<file path="src/rtl/rw_pkg.sv">
package rw_pkg;
  localparam int unsigned ENTRY_W     = 64;
  localparam int unsigned ENT_BYTES_W = 3;
  localparam int unsigned PRESENT_BIT = 0;
  localparam int unsigned WRITE_BIT   = 1;
  localparam int unsigned USER_BIT    = 2;
  localparam int unsigned LARGE_BIT   = 7;

  typedef enum logic [1:0] {
    ST_IDLE  = 2'd0,
    ST_ISSUE = 2'd1,
    ST_WAIT  = 2'd2,
    ST_DONE  = 2'd3
  } walk_state_e;
endpackage

</file>
<file path="src/rtl/rw_rst_sync.sv">
module rw_rst_sync (
  input  logic clk,
  input  logic rst_n_in,
  output logic rst_n_out
);
  logic [1:0] sync_q;

  always_ff @(posedge clk or negedge rst_n_in) begin
    if (!rst_n_in) sync_q <= 2'b00;
    else           sync_q <= {sync_q[0], 1'b1};
  end

  assign rst_n_out = sync_q[1];
endmodule

</file>
<file path="src/rtl/rw_index_sel.sv">
module rw_index_sel #(
  parameter int unsigned VA_W   = 48,
  parameter int unsigned PA_W   = 52,
  parameter int unsigned OFF_W  = 12,
  parameter int unsigned IDX_W  = 9,
  parameter int unsigned LEVELS = 4,
  localparam int unsigned LVL_W  = $clog2(LEVELS),
  localparam int unsigned BASE_W = PA_W - OFF_W
) (
  input  logic [VA_W-1:0]   vaddr,
  input  logic [LVL_W-1:0]  level,
  input  logic [BASE_W-1:0] table_base,
  output logic [PA_W-1:0]   rd_addr
);
  import rw_pkg::*;

  logic [IDX_W-1:0] idx_by_lvl [LEVELS];
  logic [IDX_W-1:0] idx;
  logic [PA_W-1:0]  base_addr;
  logic [PA_W-1:0]  ent_off;

  for (genvar l = 0; l < LEVELS; l++) begin : g_slice
    assign idx_by_lvl[l] = vaddr[OFF_W + IDX_W*(LEVELS-1-l) +: IDX_W];
  end

  always_comb begin
    idx       = idx_by_lvl[level];
    base_addr = {table_base, {OFF_W{1'b0}}};
    ent_off   = '0;
    ent_off[IDX_W+ENT_BYTES_W-1:0] = {idx, {ENT_BYTES_W{1'b0}}};
    rd_addr   = base_addr + ent_off;
  end
endmodule

</file>
<file path="src/rtl/rw_entry_dec.sv">
module rw_entry_dec #(
  parameter int unsigned VA_W       = 48,
  parameter int unsigned PA_W       = 52,
  parameter int unsigned OFF_W      = 12,
  parameter int unsigned IDX_W      = 9,
  parameter int unsigned LEVELS     = 4,
  parameter int unsigned HUGE_LEVEL = 2,
  localparam int unsigned LVL_W      = $clog2(LEVELS),
  localparam int unsigned BASE_W     = PA_W - OFF_W,
  localparam int unsigned HUGE_OFF_W = OFF_W + IDX_W*(LEVELS-1-HUGE_LEVEL)
) (
  input  logic [rw_pkg::ENTRY_W-1:0] entry,
  input  logic [LVL_W-1:0]           level,
  input  logic [VA_W-1:0]            vaddr,
  output logic                       present,
  output logic                       terminal,
  output logic                       huge,
  output logic                       writable,
  output logic                       user,
  output logic [BASE_W-1:0]          next_base,
  output logic [PA_W-1:0]            leaf_paddr
);
  import rw_pkg::*;

  localparam logic [LVL_W-1:0] LAST_LVL = LVL_W'(LEVELS-1);
  localparam logic [LVL_W-1:0] HUGE_LVL = LVL_W'(HUGE_LEVEL);

  always_comb begin
    present   = entry[PRESENT_BIT];
    writable  = entry[WRITE_BIT];
    user      = entry[USER_BIT];
    next_base = entry[PA_W-1:OFF_W];
    huge      = (level == HUGE_LVL) && entry[LARGE_BIT];
    terminal  = (level == LAST_LVL) || huge;
    if (huge) leaf_paddr = {entry[PA_W-1:HUGE_OFF_W], vaddr[HUGE_OFF_W-1:0]};
    else      leaf_paddr = {entry[PA_W-1:OFF_W], vaddr[OFF_W-1:0]};
  end
endmodule

</file>
<file path="src/rtl/rw_ctrl.sv">
module rw_ctrl #(
  parameter int unsigned LEVELS = 4,
  localparam int unsigned LVL_W = $clog2(LEVELS)
) (
  input  logic             clk,
  input  logic             rst_n,
  input  logic             req_valid,
  input  logic             mem_req_ready,
  input  logic             mem_rsp_valid,
  input  logic             rsp_ready,
  input  logic             ent_present,
  input  logic             ent_terminal,
  output logic             req_ready,
  output logic             mem_req_valid,
  output logic             mem_rsp_ready,
  output logic             rsp_valid,
  output logic             accept,
  output logic             advance,
  output logic             finish,
  output logic [LVL_W-1:0] level
);
  import rw_pkg::*;

  walk_state_e      state_q, state_d;
  logic [LVL_W-1:0] level_q, level_d;
  logic             level_en;
  logic             ent_in;

  always_comb begin
    req_ready     = (state_q == ST_IDLE);
    mem_req_valid = (state_q == ST_ISSUE);
    mem_rsp_ready = (state_q == ST_WAIT);
    rsp_valid     = (state_q == ST_DONE);
    ent_in        = mem_rsp_ready && mem_rsp_valid;
    accept        = req_ready && req_valid;
    advance       = ent_in && ent_present && !ent_terminal;
    finish        = ent_in && (!ent_present || ent_terminal);
  end

  always_comb begin
    state_d  = state_q;
    level_d  = level_q;
    level_en = 1'b0;
    unique case (state_q)
      ST_IDLE: if (accept) begin
        state_d  = ST_ISSUE;
        level_d  = '0;
        level_en = 1'b1;
      end
      ST_ISSUE: if (mem_req_ready) state_d = ST_WAIT;
      ST_WAIT: begin
        if (advance) begin
          state_d  = ST_ISSUE;
          level_d  = level_q + 1'b1;
          level_en = 1'b1;
        end else if (finish) begin
          state_d = ST_DONE;
        end
      end
      ST_DONE: if (rsp_ready) state_d = ST_IDLE;
      default: state_d = ST_IDLE;
    endcase
  end

  always_ff @(posedge clk or negedge rst_n) begin
    if (!rst_n) state_q <= ST_IDLE;
    else        state_q <= state_d;
  end

  always_ff @(posedge clk or negedge rst_n) begin
    if (!rst_n)        level_q <= '0;
    else if (level_en) level_q <= level_d;
  end

  assign level = level_q;
endmodule

</file>
<file path="src/rtl/rw_walker.sv">
module rw_walker #(
  parameter int unsigned VA_W       = 48,
  parameter int unsigned PA_W       = 52,
  parameter int unsigned OFF_W      = 12,
  parameter int unsigned IDX_W      = 9,
  parameter int unsigned LEVELS     = 4,
  parameter int unsigned HUGE_LEVEL = 2,
  parameter int unsigned ASID_W     = 16,
  localparam int unsigned LVL_W     = $clog2(LEVELS),
  localparam int unsigned BASE_W    = PA_W - OFF_W
) (
  input  logic                       clk,
  input  logic                       rst_n,
  input  logic                       req_valid,
  output logic                       req_ready,
  input  logic [VA_W-1:0]            req_vaddr,
  input  logic [ASID_W-1:0]          req_asid,
  input  logic [PA_W-1:0]            root_base,
  output logic                       mem_req_valid,
  input  logic                       mem_req_ready,
  output logic [PA_W-1:0]            mem_req_addr,
  input  logic                       mem_rsp_valid,
  output logic                       mem_rsp_ready,
  input  logic [rw_pkg::ENTRY_W-1:0] mem_rsp_data,
  output logic                       rsp_valid,
  input  logic                       rsp_ready,
  output logic                       rsp_fault,
  output logic [LVL_W-1:0]           rsp_level,
  output logic [VA_W-1:0]            rsp_vaddr,
  output logic [ASID_W-1:0]          rsp_asid,
  output logic [PA_W-1:0]            rsp_paddr,
  output logic [BASE_W-1:0]          rsp_frame,
  output logic                       rsp_writable,
  output logic                       rsp_user,
  output logic                       rsp_huge
);
  logic              rst_n_s;
  logic              accept, advance, finish;
  logic [LVL_W-1:0]  level;
  logic              ent_present, ent_terminal, ent_huge, ent_w, ent_u;
  logic [BASE_W-1:0] ent_next_base;
  logic [PA_W-1:0]   ent_leaf_paddr;

  logic [VA_W-1:0]   vaddr_q;
  logic [ASID_W-1:0] asid_q;
  logic [BASE_W-1:0] base_q, base_d;
  logic              base_en;
  logic              fault_q, w_q, u_q, huge_q;
  logic              fault_d, w_d, u_d, huge_d;
  logic [PA_W-1:0]   paddr_q, paddr_d;

  rw_rst_sync u_rst_sync (
    .clk       (clk),
    .rst_n_in  (rst_n),
    .rst_n_out (rst_n_s)
  );

  rw_ctrl #(.LEVELS(LEVELS)) u_ctrl (
    .clk           (clk),
    .rst_n         (rst_n_s),
    .req_valid     (req_valid),
    .mem_req_ready (mem_req_ready),
    .mem_rsp_valid (mem_rsp_valid),
    .rsp_ready     (rsp_ready),
    .ent_present   (ent_present),
    .ent_terminal  (ent_terminal),
    .req_ready     (req_ready),
    .mem_req_valid (mem_req_valid),
    .mem_rsp_ready (mem_rsp_ready),
    .rsp_valid     (rsp_valid),
    .accept        (accept),
    .advance       (advance),
    .finish        (finish),
    .level         (level)
  );

  rw_index_sel #(
    .VA_W(VA_W), .PA_W(PA_W), .OFF_W(OFF_W), .IDX_W(IDX_W), .LEVELS(LEVELS)
  ) u_index_sel (
    .vaddr      (vaddr_q),
    .level      (level),
    .table_base (base_q),
    .rd_addr    (mem_req_addr)
  );

  rw_entry_dec #(
    .VA_W(VA_W), .PA_W(PA_W), .OFF_W(OFF_W), .IDX_W(IDX_W),
    .LEVELS(LEVELS), .HUGE_LEVEL(HUGE_LEVEL)
  ) u_entry_dec (
    .entry      (mem_rsp_data),
    .level      (level),
    .vaddr      (vaddr_q),
    .present    (ent_present),
    .terminal   (ent_terminal),
    .huge       (ent_huge),
    .writable   (ent_w),
    .user       (ent_u),
    .next_base  (ent_next_base),
    .leaf_paddr (ent_leaf_paddr)
  );

  // next-state of the datapath registers
  always_comb begin
    base_en = accept || advance;
    base_d  = accept ? root_base[PA_W-1:OFF_W] : ent_next_base;
    fault_d = !ent_present;
    paddr_d = ent_present ? ent_leaf_paddr : '0;
    w_d     = ent_present && ent_w;
    u_d     = ent_present && ent_u;
    huge_d  = ent_present && ent_huge;
  end

  always_ff @(posedge clk or negedge rst_n_s) begin
    if (!rst_n_s) begin
      vaddr_q <= '0;
      asid_q  <= '0;
    end else if (accept) begin
      vaddr_q <= req_vaddr;
      asid_q  <= req_asid;
    end
  end

  always_ff @(posedge clk or negedge rst_n_s) begin
    if (!rst_n_s)     base_q <= '0;
    else if (base_en) base_q <= base_d;
  end

  always_ff @(posedge clk or negedge rst_n_s) begin
    if (!rst_n_s) begin
      fault_q <= 1'b0;
      paddr_q <= '0;
      w_q     <= 1'b0;
      u_q     <= 1'b0;
      huge_q  <= 1'b0;
    end else if (finish) begin
      fault_q <= fault_d;
      paddr_q <= paddr_d;
      w_q     <= w_d;
      u_q     <= u_d;
      huge_q  <= huge_d;
    end
  end

  assign rsp_fault    = fault_q;
  assign rsp_level    = level;
  assign rsp_vaddr    = vaddr_q;
  assign rsp_asid     = asid_q;
  assign rsp_paddr    = paddr_q;
  assign rsp_frame    = paddr_q[PA_W-1:OFF_W];
  assign rsp_writable = w_q;
  assign rsp_user     = u_q;
  assign rsp_huge     = huge_q;
endmodule

</file>
<file path="config.mk">
export PLATFORM = sky130hd
export DESIGN_NAME = rw_walker
export DESIGN_NICKNAME = d
export VERILOG_FILES = /design/src/rtl/rw_pkg.sv /design/src/rtl/rw_rst_sync.sv /design/src/rtl/rw_index_sel.sv /design/src/rtl/rw_entry_dec.sv /design/src/rtl/rw_ctrl.sv /design/src/rtl/rw_walker.sv
export SDC_FILE = /design/constraint.sdc
export NUM_CORES = 1
export LEC_CHECK = 0
export BUFFER_PORTS_ARGS = -buffer_cell sky130_fd_sc_hd__buf_2
export CAP_MARGIN = 15
export CORE_AREA = 2 2 155 157
export DETAILED_ROUTE_END_ITERATION = 7
export DIE_AREA = 0 0 157 159
export PLACE_DENSITY = 0.74
export REMOVE_ABC_BUFFERS = 1
export SLEW_MARGIN = 15
export SYNTH_ARGS = -nofsm -noshare
export SYNTH_HDL_FRONTEND = slang
export SYNTH_SLANG_ARGS = --single-unit
</file>
<file path="constraint.sdc">
create_clock -name clk -period 4.8 [get_ports clk]
set_input_delay 0.24 -clock clk [delete_from_list [all_inputs] [get_ports clk]]
set_output_delay 0.24 -clock clk [all_outputs]
set_load 0.02 [all_outputs]
</file>
# Word level (Yosys, flattened, before mapping)
# Cells that the tools add are included.
# classes
n_bitwise	1
n_reduce_logical	18
n_lt_le_gt_ge	1
addsub	2
n_eq_ne	10
mux	18
# op_table
operator	count
$add 52x12->52	1
$mux 52	1
$mux 40	1
$mux 21	1
$bmux 9 s2	1
$mux 9	2
$mux 2	7
$logic_and 1x1->1	9
$eq 2x2->1 const B	4
$ne 2x1->1 const B	4
$pmux 2 s4	1
$reduce_and 4->1	2
$pmux 2 s2	1
$ge 3x3->1 const B	1
$logic_or 1x1->1	3
$ne 3x1->1 const B	1
$not 2->3	1
$add 2x1->2 const B	1
$eq 2x1->1 const B	1
$logic_not 1->1	2
$logic_not 2->1	1
$mux 1	2
$pmux 1 s2	1
$reduce_bool 2->1	1
# totals
register_bits	166
in_bits	186

# Logic depth before layout (Yosys ltp)
# logic_depth
ltp_word	8
depth_mapped	9
ltp_nobuf	5

# Hierarchy
# A second synthesis with hierarchy kept.
# unflattened
cells_unflattened	777
area_unflattened_um2	8767.2
# modules_own_cells
mod	cells_per_inst	n_inst	area_each_um2	seq_area_each_um2
rw_walker	590	1	7064.3	4003.8
rw_entry_dec	99	1	810.8	0.0
rw_index_sel	55	1	545.5	0.0
rw_ctrl	30	1	292.8	100.1
rw_rst_sync	3	1	53.8	50.0

# Least setup slack after synthesis
# OpenSTA, ideal clock, no wires.
# synth_path
path_type	register to register
from	register u_ctrl.level_q[0], in the netlist u_ctrl.level[0]
to	register base_q[28]
arrival_time_ns	2.100
slack_ns	2.569
path_stages_with_launch	10
synth_period_minus_slack_ns	2.231
required_ns	4.669
path_cell_list	dfrtp_1 > buf_2 > inv_1 > ha_1 > buf_6 > and2_4 > nor3_2 > buf_2 > buf_2 > o211ai_1
# synth_between
elab_chain_len	6
word_cells_on_any_way	7
classes_between	eq/ne: 2; reduce/logical: 5
# synth_rtl
item	line_no	source
from (decl)	rw_ctrl.sv:25	logic [LVL_W-1:0] level_q, level_d;
from (signal assigned)	rw_ctrl.sv:72	else if (level_en) level_q <= level_d;
$eq 2x2->1	rw_entry_dec.sv:33	huge = (level == HUGE_LVL) && entry[LARGE_BIT];
$logic_and 1x1->1	rw_entry_dec.sv:33	
$logic_or 1x1->1 *	rw_entry_dec.sv:34	terminal = (level == LAST_LVL) || huge;
$logic_not 1->1 *	rw_ctrl.sv:36	advance = ent_in && ent_present && !ent_terminal;
$logic_and 1x1->1 *	rw_ctrl.sv:36	
$logic_or 1x1->1 *	rw_walker.sv:104	base_en = accept || advance;
to (signal assigned)	rw_walker.sv:125	else if (base_en) base_q <= base_d;
to (decl)	rw_walker.sv:46	logic [BASE_W-1:0] base_q, base_d;
# Mark *: on every way between the ends. The rest lies on a longest branch, timed or not.
# A chain may end at the register's enable or synchronous reset.

# Worst setup path after layout
# layout_path
from	register u_ctrl.level_q[0], in the netlist u_ctrl.level[0]
to	register base_q[17]
# Same word-level chain as after synthesis.

==> out/metrics.yaml <==
nNetsFinal: 1384
fin_ws_ns: 1.74
die_h_um: 159
pin_count: 404
core_sq_um: 23200
rsz0062_at_grt: "false"
cp_cell_sequence: "inv_1, ha_1, and2_4, nor3_4, buf_4, o211ai_1"
postSynthAreaPerCell_sq_um: 9.52
setup_viol: 0
synth_top_family_by_area: "simple AND/OR/NAND/NOR gates"
gr-usage-all-layers_pct: 20.4
avgRoutedWirePerCell_um: 16.8
grt_max_degree: 165
die_w_um: 157
vias: 7284
synth_mux_area_share_pct: 10.0
row_count: 56
grt_pass1_vias: 7452
maxSlewViolCount: 0
grt_pass1_wl_um: 40000
synth_compound_area_share_pct: 5.69
start_util_pct: 34.7
synthCells: 845
critPathSlowestCell: "dfrtp_1"
hold_viol: 0
fin_cells: 1529
post_cts_buffers: 0
cts_max_level: 4
outcome: "finished clean"
clock.fmax_mhz: 327
cts_root_buf: "clkbuf_16"
critPathLaunch: "u_ctrl.level[0]"
drive_gt1_share_pct: 35.2
dp_slack_ns: 1.65
area_growth_pct: 35.6
skew_ns: 0.0107
clkSlewWorstSetupHoldPaths_ns: 0.07
worstPathArrival_ns: 3.34
tightest_slew_ns: 1.27
vdd_drop_max_mv: 0.349
maxSlewHeadroom_pct: 15.0
hold_class: "in -> reg"
yosysUniqueCellTypes: 34
die_area_sq_um: 25000
drcViolationCount: 0
clockBufferDepth: 2
ys_top_cells_by_area: "dfrtp_1 52%, nand2_1 15%, mux2i_1 7.2%"
nFillCells: 2170
io_buffers: 368
overflow: 0
finalCriticalPeriod_ns: 3.06
yosysTopAreaCellShare_pct: 51.6
synth_seq_area_share_pct: 51.6
dp_hpwl_um: 16300
critical_path.startpoint_type: "flip-flop"
routed_wl_um: 25700
synth_area_sq_um: 8050
regToRegSetupSlack_ns: 1.74
power_density_nw_per_um2: 684
yosys_register_bits: 166
yosys_warnings: 0
globalplace.congestion: 0.796
worst-path-buf-inv: 2
cp.required_ns: 5.08
ant_nets: 0
cap_violations: 0
cts_buffers: 17
antenna_found_initial: 1
clkLatencyLatePin_ns: 0.42
clkSinkCount: 166
yosysTopAreaCell: "dfrtp_1"
cpPeakStageDelay_ns: 0.86
critical_path_class: "reg -> reg"
cp-endpoint: "base_q[17]"
power_w: 0.00746
crit_family: "flip-flops"
cp.depth: 6
drt_iter0_drc: 402
cts_tree: "done"
path_max_fanout: 42
period_share_pct: 63.8
synthXorXnorAreaFrac_pct: 0
r2r-end: "base_q[17]"
synth-simple-area-share_pct: 21.8
timing.rr.start: "u_ctrl.level[0]"
place_inst: 1441
synth_adder_area_share_pct: 0.311
dr.pass1.iters: 5
vias_per_cell: 4.76
reg2reg_depth: 6
p_leak_nw: 5.69
end_kind: "flip-flop"
-- timing repair --
action                                 4_1_cts  5_1_grt
gates resized for setup                      0        0
hold buffers                                55        0
endpoints found under the hold margin       56        0
-- where the power goes --
group | internal, W | leakage [nW] | switching [W]
clock network | 0.000751 | 0.286 | 0.000634
registers | 0.00206 | 2.06 | 0.000521
logic | 0.00120 | 3.34 | 0.00230
-- cells by family after synthesis --
family / after synthesis
adder cells (fa/ha/maj): 2
buffers and inverters: 161
multiplexers: 68
other: 2
AO/OA/AOI/OAI: 65
flip-flops: 166
AND/OR/NAND/NOR: 381
-- synth_stat cells --
cell        n
a21boi_0    9
a21o_1      1
a21oi_1     1
a311oi_1    1
a31oi_1     3
and2_1      4
and2_4      1
and2b_1     1
and3_1      9
buf_1      10
buf_2       9
buf_4      44
buf_6       8
clkbuf_1   28
clkbuf_2    2
conb_1      2
dfrtp_1   166
ha_1        2
inv_1      60
mux2i_1    58
mux4_2     10
nand2_1   314
nand2b_1    1
nand3b_4    1
nand4_1     4
nor2_1      4
nor2b_1     2
nor3_2      1
nor3b_1     1
o211ai_1   37
o21ai_0    10
o31ai_1     3
or3b_1      1
or4b_1     37
-- layout by cell type, fill, tap and decap left out, types with 3 or more instances in the layout --
cell type and n:
buf_4 7, dfrtp_1 165, inv_1 60, o211ai_1 37
inv_8 3, and3_1 9, a21boi_0 9, or4b_1 37
a31oi_1 3, mux4_2 10, nor2_1 4, o31ai_1 3
buf_2 368, nand4_1 4, o21ai_0 10, inv_6 6
nand2_1 314, mux2i_1 58, conb_1 4, and2_1 4
dlygate4sd3_1 55, clkbuf_16 17
-- sequential cells by signal, indices dropped and copies added, names as in the netlist --
signal and cells:
rsp_user 1, rsp_fault 1, u_ctrl.state_q 2, rsp_vaddr 48, base_q 40, rsp_huge 1
rsp_writable 1, u_ctrl.level 2, rsp_asid 16, rsp_paddr 52, u_rst_sync.sync_q 2
-- cell type report --
class	instances	area, sq um	area share (%)
Timing Repair Buffer	431	2460	22.6
Antenna cell	1	2.50	0.0229
Clock inverter	13	138	1.26
Clock buffer	19	443	4.06
Tap cell	319	399	3.66
Multi-Input combinational cell	520	3080	28.3
Sequential cell	166	4160	38.1
Inverter	60	225	2.06
-- how the worst min path moves through the flow --
stage	end	slack, ns	startpoint	depth (start not counted)
final	rsp_vaddr[33]	0.03	req_vaddr[33]	3
after global routing	rsp_vaddr[34]	0.008	req_vaddr[34]	3
after CTS	rsp_vaddr[11]	0.0005	req_vaddr[11]	3
after detailed placement	u_rst_sync.sync_q[0]	0.03	rst_n	1
after global placement	u_rst_sync.sync_q[0]	0.03	rst_n	1
after floorplan	u_rst_sync.sync_q[0]	-0.06	rst_n	0
-- through the flow --
step	area [sq um]	setup TNS [ns]	hold slack (ns)	util, %
finish	10900	0	0.0276	47.1
global route	10900	0	0.00758	47.0
CTS	10900	0	0.000534	47.0
detailed placement	9780	0	0.0262	42.2
global placement	9780	0	0.0250	42.2
floorplan	7430	-216.58	-0.0556	-
-- per-layer routing --
| metal | vias up | wire length (um) | GRT usage [%] |
|---|---|---|---|
| met4 | 0 | 343 | 5.50 |
| met1 | 3544 | 10400 | 24.1 |
| met2 | 302 | 13400 | 36.9 |
| met3 | 22 | 1610 | 4.68 |
| met5 | - | 0 | 0 |
| li1 | 3416 | - | - |
-- tightest hold or removal path, delay by kind of cell --
kind / cells / cell delay [ns]
buffers and inverters: 1 / 0.08
and+or+nand+nor: 2 / 0.09
(Power assumes the default switching activity.)
